<file path="src/rtl/mq_pkg.sv">
package mq_pkg;
  typedef enum logic [1:0] {
    SW_IDLE  = 2'd0,
    SW_DRAIN = 2'd1,
    SW_LOAD  = 2'd2
  } sw_phase_e;
endpackage

</file>
<file path="src/rtl/mq_queue_store.sv">
module mq_queue_store #(
  parameter int DATA_W = 36,
  parameter int DEPTH  = 8,
  parameter int QIDX_W = 2
) (
  input  logic                                  clk,
  input  logic                                  rst_n,
  input  logic                                  wr_en,
  input  logic [QIDX_W-1:0]                     wr_q,
  input  logic [DATA_W-1:0]                     wr_data,
  input  logic                                  pop,
  input  logic [QIDX_W-1:0]                     pop_q,
  output logic [(1<<QIDX_W)-1:0][DATA_W-1:0]    head,
  output logic [(1<<QIDX_W)-1:0]                empty
);
  localparam int NUM_Q = 1 << QIDX_W;
  localparam int PTR_W = (DEPTH > 1) ? $clog2(DEPTH) : 1;
  localparam int CNT_W = $clog2(DEPTH + 1);

  for (genvar qi = 0; qi < NUM_Q; qi++) begin : g_q
    logic [DATA_W-1:0] mem [DEPTH];
    logic [PTR_W-1:0]  wptr, rptr, wptr_n, rptr_n;
    logic [CNT_W-1:0]  cnt, cnt_n;
    logic              push_ok, pop_ok;

    always_comb begin
      push_ok = wr_en && (wr_q == QIDX_W'(qi)) && (cnt != CNT_W'(DEPTH));
      pop_ok  = pop && (pop_q == QIDX_W'(qi)) && (cnt != '0);
      wptr_n  = wptr;
      rptr_n  = rptr;
      cnt_n   = cnt;
      if (push_ok) wptr_n = (wptr == PTR_W'(DEPTH - 1)) ? '0 : wptr + 1'b1;
      if (pop_ok)  rptr_n = (rptr == PTR_W'(DEPTH - 1)) ? '0 : rptr + 1'b1;
      if (push_ok && !pop_ok) cnt_n = cnt + 1'b1;
      else if (pop_ok && !push_ok) cnt_n = cnt - 1'b1;
    end

    always_ff @(posedge clk or negedge rst_n) begin
      if (!rst_n) begin
        wptr <= '0;
        rptr <= '0;
        cnt  <= '0;
      end else begin
        wptr <= wptr_n;
        rptr <= rptr_n;
        cnt  <= cnt_n;
      end
    end

    always_ff @(posedge clk) begin
      if (push_ok) mem[wptr] <= wr_data;
    end

    assign head[qi]  = mem[rptr];
    assign empty[qi] = (cnt == '0);
  end
endmodule

</file>
<file path="src/rtl/mq_sel_ctrl.sv">
module mq_sel_ctrl
  import mq_pkg::*;
#(
  parameter int QIDX_W = 2,
  parameter int ID_W   = 3,
  parameter logic [ID_W-1:0] DEV_ID = '0
) (
  input  logic                       clk,
  input  logic                       rst_n,
  input  logic [QIDX_W+ID_W:0]       rd_addr,
  input  logic                       addr_en,
  input  logic                       flag_strobe,
  input  logic                       rd_en,
  input  logic                       prog_done,
  output logic [QIDX_W-1:0]          act_q,
  output logic                       act_null,
  output sw_phase_e                  sw_phase,
  output logic                       pop_req,
  output logic [QIDX_W-1:0]          pop_q
);
  localparam int ADDR_W = QIDX_W + 1 + ID_W;
  localparam int NULL_B = QIDX_W;

  logic [QIDX_W-1:0] old_q, act_q_n, old_q_n;
  logic              old_null, act_null_n, old_null_n;
  sw_phase_e         phase_n;
  logic              sel_hit;

  always_comb begin
    sel_hit    = addr_en && !flag_strobe && prog_done &&
                 (rd_addr[ADDR_W-1 -: ID_W] == DEV_ID);
    act_q_n    = act_q;
    act_null_n = act_null;
    old_q_n    = old_q;
    old_null_n = old_null;
    phase_n    = sw_phase;
    pop_req    = 1'b0;
    pop_q      = act_q;
    case (sw_phase)
      SW_IDLE: begin
        pop_req = rd_en && !act_null;
        if (sel_hit) begin
          old_q_n    = act_q;
          old_null_n = act_null;
          act_q_n    = rd_addr[QIDX_W-1:0];
          act_null_n = rd_addr[NULL_B];
          phase_n    = SW_DRAIN;
        end
      end
      SW_DRAIN: begin
        pop_req = !old_null;
        pop_q   = old_q;
        phase_n = SW_LOAD;
      end
      SW_LOAD: begin
        pop_req = !act_null;
        phase_n = SW_IDLE;
      end
      default: phase_n = SW_IDLE;
    endcase
  end

  always_ff @(posedge clk or negedge rst_n) begin
    if (!rst_n) begin
      act_q    <= '0;
      act_null <= 1'b1;
      old_q    <= '0;
      old_null <= 1'b1;
      sw_phase <= SW_IDLE;
    end else begin
      act_q    <= act_q_n;
      act_null <= act_null_n;
      old_q    <= old_q_n;
      old_null <= old_null_n;
      sw_phase <= phase_n;
    end
  end
endmodule

</file>
<file path="src/rtl/mq_read_sel.sv">
module mq_read_sel
  import mq_pkg::*;
#(
  parameter int DATA_W = 36,
  parameter int DEPTH  = 8,
  parameter int QIDX_W = 2,
  parameter int ID_W   = 3,
  parameter logic [ID_W-1:0] DEV_ID = 3'd5
) (
  input  logic                      clk,
  input  logic                      rst_n,
  input  logic                      wr_en,
  input  logic [QIDX_W-1:0]         wr_q,
  input  logic [DATA_W-1:0]         wr_data,
  input  logic [QIDX_W+ID_W:0]      rd_addr,
  input  logic                      addr_en,
  input  logic                      flag_strobe,
  input  logic                      rd_en,
  input  logic                      prog_done,
  output logic [DATA_W-1:0]         dout,
  output logic                      dout_valid,
  output logic [(1<<QIDX_W)-1:0]    q_empty
);
  localparam int NUM_Q = 1 << QIDX_W;

  logic [NUM_Q-1:0][DATA_W-1:0] head;
  logic [QIDX_W-1:0]            act_q, pop_q;
  logic                         act_null, pop_req, pop_fire;
  sw_phase_e                    sw_phase;
  logic [DATA_W-1:0]            dout_n;

  mq_sel_ctrl #(.QIDX_W(QIDX_W), .ID_W(ID_W), .DEV_ID(DEV_ID)) u_ctrl (
    .clk(clk), .rst_n(rst_n), .rd_addr(rd_addr), .addr_en(addr_en),
    .flag_strobe(flag_strobe), .rd_en(rd_en), .prog_done(prog_done),
    .act_q(act_q), .act_null(act_null), .sw_phase(sw_phase),
    .pop_req(pop_req), .pop_q(pop_q)
  );

  mq_queue_store #(.DATA_W(DATA_W), .DEPTH(DEPTH), .QIDX_W(QIDX_W)) u_store (
    .clk(clk), .rst_n(rst_n), .wr_en(wr_en), .wr_q(wr_q), .wr_data(wr_data),
    .pop(pop_fire), .pop_q(pop_q), .head(head), .empty(q_empty)
  );

  always_comb begin
    pop_fire = pop_req && !q_empty[pop_q];
    dout_n   = pop_fire ? head[pop_q] : dout;
  end

  always_ff @(posedge clk or negedge rst_n) begin
    if (!rst_n) begin
      dout       <= '0;
      dout_valid <= 1'b0;
    end else begin
      dout       <= dout_n;
      dout_valid <= pop_fire;
    end
  end
endmodule

</file>
<file path="config.mk">
export PLATFORM = sky130hd
export DESIGN_NAME = mq_read_sel
export DESIGN_NICKNAME = d
export VERILOG_FILES = /design/src/rtl/mq_pkg.sv /design/src/rtl/mq_queue_store.sv /design/src/rtl/mq_sel_ctrl.sv /design/src/rtl/mq_read_sel.sv
export SDC_FILE = /design/constraint.sdc
export NUM_CORES = 1
export LEC_CHECK = 0
export BUFFER_PORTS_ARGS = -buffer_cell sky130_fd_sc_hd__buf_2
export CORE_ASPECT_RATIO = 0.5
export CORE_MARGIN = 2
export CORE_UTILIZATION = 38
export CTS_BUF_LIST = sky130_fd_sc_hd__clkbuf_16
export DETAILED_ROUTE_END_ITERATION = 6
export PLACE_DENSITY = 0.53
export SLEW_MARGIN = 20
export SYNTH_ARGS = -nofsm -noshare
export SYNTH_HDL_FRONTEND = slang
export SYNTH_HIERARCHICAL = 1
export SYNTH_SLANG_ARGS = --single-unit
</file>
<file path="constraint.sdc">
create_clock -name clk -period 7.2 [get_ports clk]
set_input_delay 1.08 -clock clk [delete_from_list [all_inputs] [get_ports clk]]
set_output_delay 1.08 -clock clk [all_outputs]
set_load 0.01 [all_outputs]
</file>
==> reports/results.ini <==
[floorplan]
die_y_um=257
coreArea_mm2=0.126
num_io_pins=92
start_util_pct=38.4
die_area_mm2=0.131
die_x_um=509
num_rows=92

[setup_path]
reg2reg_from=u_ctrl/sw_phase[0]
crit_type=flip-flop to flip-flop
required_ps=7790
reg2reg_slack_ps=2440
crit_arrival_ps=5350
reg2reg_depth=13
start_kind=flip-flop
r2r_end=u_store/g_q[3].cnt[3]
endpoint_kind=flip-flop
critPathMaxFanout=20

[clock_tree]
cts_setup_buffers=0
cts_hold_buf=0
path_clk_slew_ps=60
ctsResizeCount=0
h-tree-depth=3
cts_buffer_depth=3
clock_latency_ps=710
cts-root-buf=clkbuf_16
cts_buffers=116
clkSinkCount=1237
cts_tree=done

[sta]
timing.final.crit_period_ps=4760
fmax_ghz=0.210
finalClockSkew_ps=26.0
fin_crit_sh_pct=66.1
slew_headroom_pct=25.6
setup_violations=0
worst-slew-pin-transition_ps=1120
grt_setup_unrepaired=false
slew_violations=0
finalSetupTns_ps=0
hold_viol_final=0

[routing]
first_iter_violations=2149
drcViolationCount=0
routedWlPerCell_um=29.6
vias=22200
dr.pass1.iters=5
via_per_inst=5.53
ant_nets=0
wl_um=119000

[layout]
multi_input_area_mm2=0.0113
layout-drive-gt1-share_pct=38.2
fillerInstances=10800
area_delta_synth_final_pct=12.7
final_common_cell=edfxtp_1
nNetsFinal=2312
seq_area_mm2=0.0368
final_cell_mix=1152 x edfxtp_1, 324 x mux4_2, 211 x mux2_2

[synth]
synth_ff_type=edfxtp_1
netlist_area_mm2=0.0485
async_flop_share_pct=6.87
synth_edf_count=1152
synth.distinct_cells=45
syn-instance-count=2068
syn_nets=2151
synth-seq-cells=1237
syn_area_per_cell_um2=23.5
yosys_warnings=6
ys_seq_area_share_pct=75.6

[global_route]
grt_pass1_vias=22600
grt_max_degree=76
grt_pass1_wl_um=169000
antenna_found_initial=6
grt_usage_pct=18.3
grt.overflow.total=0

[min_path]
min_path_type=primary input to asynchronous set/reset pin

[power]
seq_power_share_pct=45.3
swShare_pct=28.2
p_int_w=0.0142
peakVddDrop_mv=0.236
cellPowerDensity_mw_per_mm2=363
p_sw_w=0.00559
p_comb_share_pct=25.3
power_w=0.0198
p_leak_nw=17.4
power.clock.fraction_pct=29.4

[placed_design]
place_congestion=0.722
io_buffers=91
dp_hpwl_um=60900

[flow_run]
max-cap-violations=0

[outcome]
status=finished clean

## through the flow
step	hold slack (ps)	util, %	std cells	area (um2)	worst slack (ps)
4_1_cts	394	43.3	4021	54700	2370
3_5_place_dp	490	40.4	3803	51100	2220
2_1_floorplan	475	-	2068	48500	1490
3_3_place_gp	486	40.4	3803	51100	2320
5_1_grt	429	43.3	4022	54700	2070
6_report	434	43.3	4022	54700	2440
## power groups by stage
stage	clock network, W	registers [W]	logic, W
2_1_floorplan	0	0.00876	0.00388
3_3_place_gp	0	0.00913	0.00507
3_5_place_dp	0	0.00915	0.00511
4_1_cts	0.00597	0.00900	0.00513
5_1_grt	0.00625	0.00907	0.00539
6_report	0.00582	0.00899	0.00503
## cell usage after synthesis, types with 3 or more instances
library cell	number	area, um2
inv_1	9	33.8
nor2b_1	4	25.0
and4_1	4	35.0
buf_4	32	240
mux2_4	4	60.1
xnor2_1	8	70.1
or4_1	4	30.0
buf_1	16	60.1
and3b_1	4	35.0
mux2_2	213	2400
nand3b_1	5	37.5
a21oi_1	10	50.1
and4bb_2	3	37.5
nor2_1	16	60.1
or3_1	4	25.0
o211ai_1	8	60.1
and3_1	7	43.8
nand2_1	12	45.0
nor4_1	4	25.0
fa_1	4	80.1
nor3_1	10	50.1
buf_6	5	56.3
dfrtp_1	83	2080
edfxtp_1	1152	34600
nand3_1	9	45.0
mux4_2	324	7300
mux2i_1	4	40.0
a2111o_1	4	45.0
clkbuf_1	36	135
ha_1	28	350
buf_2	11	55.1
and4b_1	12	120
o21ai_0	4	20.0
## cells by family after synthesis
kind of cell             after synthesis  synth area share, %
buffers and inverters                109                 1.20
AO/OA/AOI/OAI                         30                0.467
XOR/XNOR                               8                0.144
multiplexers                         546                 20.2
adder cells (fa/ha/maj)               32                0.887
AND/OR/NAND/NOR                      106                 1.46
flip-flops                          1237                 75.6
## how the worst max path moves through the flow
stage,start,to,cells past startpoint
floorplan,wr_q[0],u_store/g_q[2].mem[1][0],4
CTS,u_ctrl/sw_phase[0],u_store/g_q[3].cnt[3],13
global placement,rd_en,u_store/g_q[3].cnt[3],14
finish,u_ctrl/sw_phase[0],u_store/g_q[3].cnt[3],13
global route,u_ctrl/sw_phase[0],u_store/g_q[3].cnt[3],13
detailed placement,rd_en,u_store/g_q[3].cnt[3],14
## registers in the layout (all words and copies together) (netlist names)
name              cells
u_ctrl/act_null       1
u_store/g_q.rptr     12
u_ctrl/act_q          2
dout_valid            1
u_store/g_q.cnt      16
u_ctrl/old_null       1
u_store/g_q.wptr     12
dout                 36
u_ctrl/old_q          2
u_ctrl/sw_phase       2
u_store/g_q.mem    1152
## layout make-up
| class | instances | share of cell area [%] |
|---|---|---|
| Sequential cell | 1237 | 67.2 |
| Multi-Input combinational cell | 722 | 20.7 |
| Clock buffer | 119 | 5.45 |
| Tap cell | 1692 | 3.87 |
| Timing Repair Buffer | 143 | 1.57 |
| Clock inverter | 99 | 1.10 |
| Inverter | 9 | 0.0618 |
| Antenna cell | 1 | 0.00458 |
## worst max-delay path: stages, from the launching register on
cell and delay, ps:
dfrtp_1 400, nor2b_1 370, mux2_4 640, nand2_1 190, o22ai_4 750, nand2_1 220
nor3b_1 520, inv_1 100, ha_1 270, inv_1 160, ha_1 310, or4_1 500
o211ai_1 110, o211ai_1 100
## per-layer routing
metal / share of wire (%) / GRT usage, %
met5: 0.0059 / 0
met4: 1.7 / 4.10
met3: 5.7 / 3.27
met2: 47 / 28.4
met1: 46 / 27.0
Power figures use the tool's default switching activity.
